**config.mk**
```make
export PLATFORM = sky130hd
export DESIGN_NAME = prio_irq_ctrl
export DESIGN_NICKNAME = d
export VERILOG_FILES = /design/src/rtl/irqc_pkg.sv /design/src/rtl/irqc_pick.sv /design/src/rtl/irqc_bank.sv /design/src/rtl/prio_irq_ctrl.sv
export SDC_FILE = /design/constraint.sdc
export NUM_CORES = 2
export LEC_CHECK = 0
export BUFFER_PORTS_ARGS = -buffer_cell sky130_fd_sc_hd__buf_2
export CAP_MARGIN = 10
export CORE_MARGIN = 4
export CORE_UTILIZATION = 30
export CTS_CLUSTER_SIZE = 25
export DETAILED_ROUTE_END_ITERATION = 6
export GPL_TIMING_DRIVEN = 0
export PLACE_DENSITY_LB_ADDON = 0.15
export REMOVE_ABC_BUFFERS = 1
export SLEW_MARGIN = 0
export SYNTH_ARGS = -nofsm -noshare
export SYNTH_HDL_FRONTEND = slang
export SYNTH_SLANG_ARGS = --single-unit
export TNS_END_PERCENT = 10
```
**constraint.sdc**
```tcl
create_clock -name clk -period 378.1 [get_ports clk]
set_input_delay 56.715 -clock clk [delete_from_list [all_inputs] [get_ports clk]]
set_output_delay 56.715 -clock clk [all_outputs]
set_load 0.01 [all_outputs]
```
**src/rtl/irqc_pkg.sv**
```systemverilog
package irqc_pkg;
   typedef enum logic [2:0] {
      CMD_LEVEL   = 3'd0,
      CMD_MASK    = 3'd1,
      CMD_UNMASK  = 3'd2,
      CMD_FORCE   = 3'd3,
      CMD_UNFORCE = 3'd4
   } irqc_cmd_e;
endpackage

```
**src/rtl/irqc_pick.sv**
```systemverilog
// Selects the highest-level eligible source of one bank; ties go to the
// higher index because later entries replace on equal level.
module irqc_pick #(
   parameter int SRC   = 64,
   parameter int LVL_W = 3,
   localparam int IDX_W = $clog2(SRC)
) (
   input  logic [SRC-1:0]       elig,
   input  logic [SRC*LVL_W-1:0] lvls,
   output logic                 best_v,
   output logic [LVL_W-1:0]     best_lvl,
   output logic [IDX_W-1:0]     best_idx
);
   always_comb begin
      best_v   = 1'b0;
      best_lvl = '0;
      best_idx = '0;
      for (int i = 0; i < SRC; i++) begin
         if (elig[i] && (!best_v || lvls[i*LVL_W +: LVL_W] >= best_lvl)) begin
            best_v   = 1'b1;
            best_lvl = lvls[i*LVL_W +: LVL_W];
            best_idx = IDX_W'(i);
         end
      end
   end
endmodule

```
**src/rtl/irqc_bank.sv**
```systemverilog
// Per-bank source state (level, mask, force) plus its local winner.
module irqc_bank
   import irqc_pkg::*;
#(
   parameter int SRC   = 64,
   parameter int LVL_W = 3,
   localparam int IDX_W = $clog2(SRC)
) (
   input  logic             clk,
   input  logic             rst_n,
   input  logic             wr_en,
   input  irqc_cmd_e        wr_cmd,
   input  logic [IDX_W-1:0] wr_idx,
   input  logic [LVL_W-1:0] wr_level,
   input  logic [SRC-1:0]   hw_req,
   input  logic [IDX_W-1:0] rd_idx,
   output logic [LVL_W-1:0] rd_level,
   output logic             rd_pending,
   output logic             rd_masked,
   output logic             best_v,
   output logic [LVL_W-1:0] best_lvl,
   output logic [IDX_W-1:0] best_idx
);
   logic [SRC*LVL_W-1:0] lvl_q;
   logic [SRC-1:0]       mask_q;
   logic [SRC-1:0]       force_q;
   logic [SRC-1:0]       pend;
   logic [SRC-1:0]       elig;

   always_ff @(posedge clk or negedge rst_n) begin
      if (!rst_n) begin
         lvl_q   <= '0;
         mask_q  <= '1;
         force_q <= '0;
      end else if (wr_en) begin
         unique case (wr_cmd)
            CMD_LEVEL:   lvl_q[32'(wr_idx)*LVL_W +: LVL_W] <= wr_level;
            CMD_MASK:    mask_q[wr_idx]  <= 1'b1;
            CMD_UNMASK:  mask_q[wr_idx]  <= 1'b0;
            CMD_FORCE:   force_q[wr_idx] <= 1'b1;
            CMD_UNFORCE: force_q[wr_idx] <= 1'b0;
            default: ;
         endcase
      end
   end

   assign pend = hw_req | force_q;

   for (genvar i = 0; i < SRC; i++) begin : g_elig
      assign elig[i] = pend[i] && !mask_q[i] && (lvl_q[i*LVL_W +: LVL_W] != '0);
   end

   assign rd_level   = lvl_q[32'(rd_idx)*LVL_W +: LVL_W];
   assign rd_pending = pend[rd_idx];
   assign rd_masked  = mask_q[rd_idx];

   irqc_pick #(.SRC(SRC), .LVL_W(LVL_W)) u_pick (
      .elig    (elig),
      .lvls    (lvl_q),
      .best_v  (best_v),
      .best_lvl(best_lvl),
      .best_idx(best_idx)
   );
endmodule

```
**src/rtl/prio_irq_ctrl.sv**
```systemverilog
module prio_irq_ctrl
   import irqc_pkg::*;
#(
   parameter int NUM_BANKS    = 2,
   parameter int SRC_PER_BANK = 64,
   parameter int LVL_W        = 3,
   localparam int IDX_W  = $clog2(SRC_PER_BANK),
   localparam int BANK_W = (NUM_BANKS > 1) ? $clog2(NUM_BANKS) : 1,
   localparam int VEC_W  = $clog2((NUM_BANKS + 1) * SRC_PER_BANK),
   localparam int REQ_W  = NUM_BANKS * SRC_PER_BANK
) (
   input  logic              clk,
   input  logic              rst_n,
   input  logic [REQ_W-1:0]  hw_req,
   input  logic              wr_en,
   input  logic [BANK_W-1:0] wr_bank,
   input  logic [2:0]        wr_cmd,
   input  logic [IDX_W-1:0]  wr_idx,
   input  logic [LVL_W-1:0]  wr_level,
   input  logic [BANK_W-1:0] rd_bank,
   input  logic [IDX_W-1:0]  rd_idx,
   output logic [LVL_W-1:0]  rd_level,
   output logic              rd_pending,
   output logic              rd_masked,
   input  logic [LVL_W-1:0]  cpu_ipl,
   output logic              irq_req,
   output logic [LVL_W-1:0]  cur_level,
   output logic [VEC_W-1:0]  cur_vector,
   input  logic              ack,
   output logic              ack_valid,
   output logic [LVL_W-1:0]  ack_level,
   output logic [VEC_W-1:0]  ack_vector
);
   if (NUM_BANKS < 1 || SRC_PER_BANK < 2 || LVL_W < 1) begin : g_bad_cfg
      $error("prio_irq_ctrl: illegal parameter set");
   end

   logic             b_v   [NUM_BANKS];
   logic [LVL_W-1:0] b_lvl [NUM_BANKS];
   logic [IDX_W-1:0] b_idx [NUM_BANKS];
   logic [LVL_W-1:0] b_rdl [NUM_BANKS];
   logic             b_rdp [NUM_BANKS];
   logic             b_rdm [NUM_BANKS];

   for (genvar b = 0; b < NUM_BANKS; b++) begin : g_bank
      irqc_bank #(.SRC(SRC_PER_BANK), .LVL_W(LVL_W)) u_bank (
         .clk       (clk),
         .rst_n     (rst_n),
         .wr_en     (wr_en && (32'(wr_bank) == b)),
         .wr_cmd    (irqc_cmd_e'(wr_cmd)),
         .wr_idx    (wr_idx),
         .wr_level  (wr_level),
         .hw_req    (hw_req[b*SRC_PER_BANK +: SRC_PER_BANK]),
         .rd_idx    (rd_idx),
         .rd_level  (b_rdl[b]),
         .rd_pending(b_rdp[b]),
         .rd_masked (b_rdm[b]),
         .best_v    (b_v[b]),
         .best_lvl  (b_lvl[b]),
         .best_idx  (b_idx[b])
      );
   end

   assign rd_level   = b_rdl[rd_bank];
   assign rd_pending = b_rdp[rd_bank];
   assign rd_masked  = b_rdm[rd_bank];

   // Bank merge: walk from the top bank down, replacing on equal level so
   // the lowest-numbered bank keeps a tie.
   logic              win_v;
   logic [LVL_W-1:0]  win_lvl;
   logic [BANK_W-1:0] win_bank;
   logic [IDX_W-1:0]  win_idx;

   always_comb begin
      win_v    = 1'b0;
      win_lvl  = '0;
      win_bank = '0;
      win_idx  = '0;
      for (int b = NUM_BANKS - 1; b >= 0; b--) begin
         if (b_v[b] && (!win_v || b_lvl[b] >= win_lvl)) begin
            win_v    = 1'b1;
            win_lvl  = b_lvl[b];
            win_bank = BANK_W'(b);
            win_idx  = b_idx[b];
         end
      end
   end

   logic [VEC_W-1:0] win_vec;
   assign win_vec    = VEC_W'((32'(win_bank) + 1) * SRC_PER_BANK + 32'(win_idx));
   assign irq_req    = win_v && (win_lvl > cpu_ipl);
   assign cur_level  = irq_req ? win_lvl : '0;
   assign cur_vector = irq_req ? win_vec : '0;

   always_ff @(posedge clk or negedge rst_n) begin
      if (!rst_n) begin
         ack_valid  <= 1'b0;
         ack_level  <= '0;
         ack_vector <= '0;
      end else if (ack) begin
         ack_valid  <= irq_req;
         ack_level  <= cur_level;
         ack_vector <= cur_vector;
      end
   end
endmodule

```
Yosys cells after proc, flatten, opt, wreduce, memory -nomap -nowiden
Index checks and enable logic that the tools add are counted.
{ "word_totals": {"wordCells": 1489, "output_inout_bits": 29, "register_bits": 652, "inputBits": 155} }
{ "classes": {"shift": 4, "eq_ne": 4, "add_sub_neg": 3, "n_bitwise": 13, "mul": 2, "n_lt_le_gt_ge": 132, "reduce_logical": 906, "muxes": 416} }
{ "op_table": {"columns": ["operator", "n"], "rows": [
  ["6-bit two-way mux", 126],
  ["64-bit one-hot mux with 2 select lines", 4],
  ["3-bit two-way mux", 134],
  ["1-bit logical AND", 387],
  ["192-bit bitwise mux", 2],
  ["64-bit bitwise OR", 6],
  ["3-bit nonzero test", 128],
  ["192-bit by 9-bit indexed part select with 3-bit output", 2],
  ["3-bit >= comparator", 127],
  ["64-bit AND", 4],
  ["1-bit zero test", 255],
  ["3-bit by 34-bit variable shift with 192-bit output (first input constant)", 1],
  ["3-bit by 34-bit indexed part select with 192-bit output", 1],
  ["1-bit two-way mux", 144],
  ["1-bit logical OR", 127],
  ["64-bit inverter", 1],
  ["8-bit negation with 34-bit output", 1],
  ["1-bit binary-select mux with 6-bit select", 4],
  ["6-bit by 2-bit multiplier with 8-bit output (second input constant)", 2],
  ["6-bit by 7-bit < comparator with 1-bit output (second input constant)", 2],
  ["2-bit AND reduction", 6],
  ["8-bit by 6-bit adder with 8-bit output", 1],
  ["8-bit two-way mux", 1],
  ["1-bit demux with 6-bit select", 1],
  ["11 further kinds", 13]
]} }

Longest topological paths before layout
{ "logic_depth": {"ltp_word": 264, "depth_mapped": 467, "ltp_nobuf": 464} }

Cells and area by module
Synthesis repeated with hierarchy kept, for this count alone.
{ "hier_totals": {"cells_unflattened": 6454, "hier_area_um2": 56232.7} }
{ "modules_own_cells": {"columns": ["mod", "instances", "seq_area_each_um2", "cells_per_inst", "area_per_inst_um2"], "rows": [
  ["irqc_bank at g_bank[1].u_bank", 1, 8087.8, 1541, 16841.2],
  ["irqc_bank at g_bank[0].u_bank", 1, 8087.8, 1572, 16789.9],
  ["irqc_pick at g_bank[0].u_bank.u_pick", 1, 0.0, 1592, 10850.4],
  ["irqc_pick at g_bank[1].u_bank.u_pick", 1, 0.0, 1628, 10722.8],
  ["prio_irq_ctrl", 1, 300.3, 121, 1028.5]
]} }

Worst setup path after synthesis
Ideal clock, no wire load.
{ "synth_path": {"path_type": "in2out", "start": "input hw_req[64]", "end": "output cur_vector[0]", "path_buffers": 12, "required_ps": 321385, "t_arrival_ps": 140752, "path_stages": 439, "path_slack_ps": 180633, "path_cell_list": "o21ba_2 -> and2_1 -> ha_1 -> nor2_1 -> a21oi_1 -> o21ai_0 -> mux2_2 -> ha_1 -> nor3b_1 -> o21bai_1 -> o21bai_2 -> mux2_2 -> ha_1 -> nand2b_1 -> a21o_1 -> a221o_1 -> nand2_1 -> nor2_1 -> (+403 left out) -> clkbuf_1 -> nor2_1 -> a22oi_1 -> inv_1 -> ha_1 -> nand2b_1 -> a21o_1 -> a211oi_1 -> nor2_1 -> nor2_1 -> a32o_1 -> a31oi_2 -> inv_1 -> ha_1 -> and3_1 -> a221o_1 -> clkbuf_1 -> nor3_1"} }
{ "synth_between": {"elab_chain_cells": 264, "word_cells_on_any_way": 460, "cone_classes": "add/sub (1); order compare (65); mux (198); bitwise (1); reduce/logical (195)"} }
{ "synth_lines": {"columns": ["element", "line_no", "text"], "rows": [
  ["start, declared", "prio_irq_ctrl.sv:14", "input logic [REQ_W-1:0] hw_req,"],
  ["64-bit bitwise OR (*)", "irqc_bank.sv:47", "assign pend = hw_req | force_q;"],
  ["1-bit logical AND (*) (2 in series)", "irqc_bank.sv:50", "assign elig[i] = pend[i] && !mask_q[i] && (lvl_q[i*LVL_W +: LVL_W] != '0);"],
  ["branches (longest 260 deep; another with 3-bit >= comparator)", null, null],
  ["8-bit two-way mux (*)", "prio_irq_ctrl.sv:94", "assign cur_vector = irq_req ? win_vec : '0;"],
  ["end, declared", "prio_irq_ctrl.sv:28", "output logic [VEC_W-1:0] cur_vector,"]
]} }
Every way passes the cells marked *.

Worst setup path after layout
{ "layout_path": {"start": "input hw_req[64]", "end": "output cur_vector[1]"} }
Same word-level chain as after synthesis.

==> metrics.csv <==
stage,metric,value,unit
power_and_ir_drop,P_sw,371.5,µW
clock_network,TritonCTS clock tree,built,
critical_path,Crit path max-delay family,compound AO/OA/AOI/OAI gates,
critical_path,Setup CP Type,input port to primary output,
logic_synthesis,"EDFF count, synth",0,
timing,fmax,0.004661,GHz
logic_synthesis,largest family of logic cells by synthesized area,simple AND/OR/NAND/NOR gates,
clock_network,Max Buffers Root-to-Sink,3,
clock_network,PostCTS Resize Cnt,0,
global_route,gr usage total,26.81,%
global_route,first-pass GRT wire length,361200,µm
drt,Routed wire per std cell,28.82,µm
floorplanning,Die H,430.0,µm
logic_synthesis,post-synthesis sequential area ratio,30.84,%
clock_network,CTS Hold Buffers Added,0,
place,dpl ws,164.55,ns
status,failing checks,"design-rule violations, max-capacitance violations, max-slew violations",
floorplanning,IO Pins,184,
power_and_ir_drop,VDD IR max,0.02007,mV
critical_path,cell mode on critical path,ha_1,
job,Max Cap Viol,1,
logic_synthesis,top cells by area in the synthesized netlist,"dfrtp_1 25%, mux4_2 8.8%, nor2_1 7.5%",
global_route,met2 usage,42.70,%
logic_synthesis,ys async rst share,100.0,%
drt,Detailed Route WL,255200,µm
logic_synthesis,XOR/XNOR Fraction of Synth Area,0.08197,%
clock_network,htree depth,3,
clock_network,"Clk pin slew, worst setup/hold paths",0.05,ns
logic_synthesis,post-synthesis mux area share,14.76,%
timing,Final Cycle Share,56.75,%
final_layout,area added between synthesis and finish,13.92,%
critical_path,Crit-path slowest cell,o31ai_1,
min_path,Worst Hold Class,flop to flop,
global_route,total grt overflow,0,
logic_synthesis,Ys Warns,0,
critical_path,nature of the critical path endpoint,primary output,
critical_path,Worst Path Arrival,157.85,ns
final_layout,share of post-route cells with drive strength above 1,17.88,%
drt,ANT nets after route,0,
global_route,number of global-route vias before repair,49134,
drt,drc violations,8,
timing,Min Hold Slack,0.4876,ns
final_layout,filler instances,18485,
global_route,pin count of the biggest net entering global routing,115,
final_layout,Final Util,34.44,%
drt,DR iter-0 viols,5043,
timing,fin crit period,214.56,ns
logic_synthesis,#FFs+latches synth,652,
clock_network,# clock sinks,652,
logic_synthesis,post-synthesis compound-gate area fraction,21.03,%
floorplanning,Die ar.,184900,µm²
status,outcome,finished with violations,
logic_synthesis,Synth Flop Type,dfrtp_1,
power_and_ir_drop,Net Sw Frac,52.53,%
power_and_ir_drop,internal power,335.7,µW
timing,unrepaired setup endpoints after global routing,no,
timing,Fin Clk Skew,0.03601,ns
place,dpl hpwl,202100,µm
drt,Vias/cell,5.828,
timing,Fin Setup TNS,0,ns
power_and_ir_drop,clock power share,12.5,%
logic_synthesis,share of the synthesized area in the top cell type,24.55,%
timing,Setup-failing EPs final,0,
power_and_ir_drop,Leak,0.02557,µW
global_route,grt met3 use,5.437,%
final_layout,Total Nets Final,6858,
critical_path,CP Data Required Time,321.39,ns
critical_path,CP Launch Type,input port,
clock_network,"Clk Latency, worst-skew pair",0.74,ns
power_and_ir_drop,Power Density,11.62,nW/µm²
floorplanning,FP Rows,154,
critical_path,"Largest stage delay, worst path",0.90,ns
timing,final slew viol count,1,
clock_network,setup bufs post-CTS,0,
timing,Fin. Hold Viols,0,
place,Final Wtd Congestion,0.9600,
power_and_ir_drop,combinational power share,76.8,%
floorplanning,chip width,430.0,µm
clock_network,total CTS buffers,85,
logic_synthesis,"area leader, netlist",dfrtp_1,
final_layout,final std cells w/o fill,8854,
floorplanning,Core ar.,176700,µm²
power_and_ir_drop,Reg power frac,10.7,%
clock_network,CTS Root Cell,clkbuf_16,
floorplanning,Initial Util,30.23,%
logic_synthesis,adder-cell share of the synthesized area,6.895,%
logic_synthesis,Post-Synth Simple-Gate Area,22.97,%
place,Inst Count DP,8673,
timing,worst slew pin tran,1.497,ns
timing,slew margin rel.,-0.1866,%
drt,via count,51597,
logic_synthesis,Synth cell types,126,
place,count of buffers from port buffering,183,
timing,final setup margin,163.54,ns
critical_path,Worst Path Max Fanout,13,
logic_synthesis,cell area after synthesis,53420,µm²
critical_path,worst path bufs/invs,16,
global_route,initial antenna violation count,35,
logic_synthesis,Synth Instances,6283,
global_route,GRT Max-Usage Layer,met2,
drt,Pre-antenna DRT Iters,7,
logic_synthesis,syn avg cell area,8.503,µm²
global_route,met1 usage,35.39,%
## cell usage after synthesis, drive strengths merged, types with 20 or more instances
| cell type | number |
|---|---|
| mux2 | 229 |
| o311a | 27 |
| ha | 276 |
| a31o | 25 |
| and3 | 45 |
| o21a | 75 |
| clkbuf | 162 |
| a21boi | 25 |
| dfrtp | 524 |
| mux4 | 208 |
| nand3 | 122 |
| o311ai | 31 |
| nand2b | 167 |
| a31oi | 67 |
| a21o | 66 |
| and2 | 85 |
| a211oi | 43 |
| o21ai | 396 |
| inv | 288 |
| a21oi | 462 |
| o31a | 20 |
| o211ai | 54 |
| nand4 | 23 |
| or3 | 66 |
| mux2i | 62 |
| or2 | 56 |
| o31ai | 65 |
| o21bai | 36 |
| nor4 | 24 |
| nor3 | 291 |
| maj3 | 23 |
| o211a | 21 |
| nor2 | 1062 |
| nor2b | 57 |
| nand2 | 602 |
| dfstp | 128 |
| buf | 31 |
## cell usage in the layout, fill, tap and decap left out, types with 179 or more instances in the layout
master,instances
dfrtp_1,524
buf_2,179
nand2_1,597
nor2_1,1050
nor3_1,281
a21oi_1,453
o21ai_0,360
mux2_2,228
inv_1,285
ha_1,276
mux4_2,208
## power groups by stage
stage | Combinational (µW) | Clock, µW | Sequential [µW]
5_1_grt | 602 | 92.5 | 76.2
3_3_place_gp | 528 | 0 | 77.1
3_5_place_dp | 532 | 0 | 77.0
4_1_cts | 536 | 89.9 | 75.9
6_report | 543 | 88.2 | 75.9
2_1_floorplan | 380 | 0 | 76.3
## per-layer routing
metal / wire [µm] / up-vias / part of all wire (%)
li1: - / 23466 / -
met1: 108300 / 25732 / 42
met2: 115500 / 1981 / 45
met3: 18900 / 408 / 7.4
met4: 12450 / 10 / 4.9
met5: 75 / - / 0.029
## per-stage QoR
step | total power (µW) | area, µm²
floorplan | 456.0 | 52680
global placement | 605.1 | 56530
detailed placement | 608.8 | 57770
CTS | 701.4 | 60760
global route | 771.1 | 60830
finish | 707.2 | 60860
## cells by family after synthesis
group | after synthesis
multiplexers | 499
XOR/XNOR | 5
buffers and inverters | 483
adder cells (fa/ha/maj) | 299
AO/OA/AOI/OAI | 1672
AND/OR/NAND/NOR | 2673
flip-flops | 652
## final cells by class
| type | count | area [µm²] | area share (%) |
|---|---|---|---|
| diodes | 14 | 35.03 | 0.05756 |
| well taps | 2340 | 2928 | 4.811 |
| inverters | 290 | 1089 | 1.789 |
| clock buffers | 127 | 2517 | 4.136 |
| repair buffers | 250 | 2056 | 3.378 |
| flip-flops and latches | 652 | 16480 | 27.07 |
| clock inverters | 33 | 465.4 | 0.7648 |
| multi-input cells | 5148 | 35290 | 57.99 |
## worst reg2reg max path: cells and delay by family, from the launching register on
family,cells,cell delay [ns]
adder cells (fa/ha/maj),68,17.66
flip-flops,1,0.54
buffers and inverters,14,1.17
AO/OA/AOI/OAI,187,48.63
AND/OR/NAND/NOR,146,28.20
multiplexers,15,5.29
## final timing paths
| path | end | cells after the start | slack [ns] | startpoint |
|---|---|---|---|---|
| max | cur_vector[1] | 431 | 163.54 | hw_req[64] |
| max reg2reg | ack_vector[1]$_DFFE_PN0P_ | 430 | 276.52 | flop |
| min reg2reg | ack_vector[0]$_DFFE_PN0P_ | 2 | 0.49 | ack_vector[0]$_DFFE_PN0P_ |
| max in group asynchronous | asynchronous set/reset pin | 4 | 320.40 | rst_n |
| min | ack_vector[0]$_DFFE_PN0P_ | 2 | 0.49 | ack_vector[0]$_DFFE_PN0P_ |
| min in group asynchronous | asynchronous set/reset pin | 1 | 55.89 | rst_n |
No activity file was read; power rests on OpenSTA's default activity.
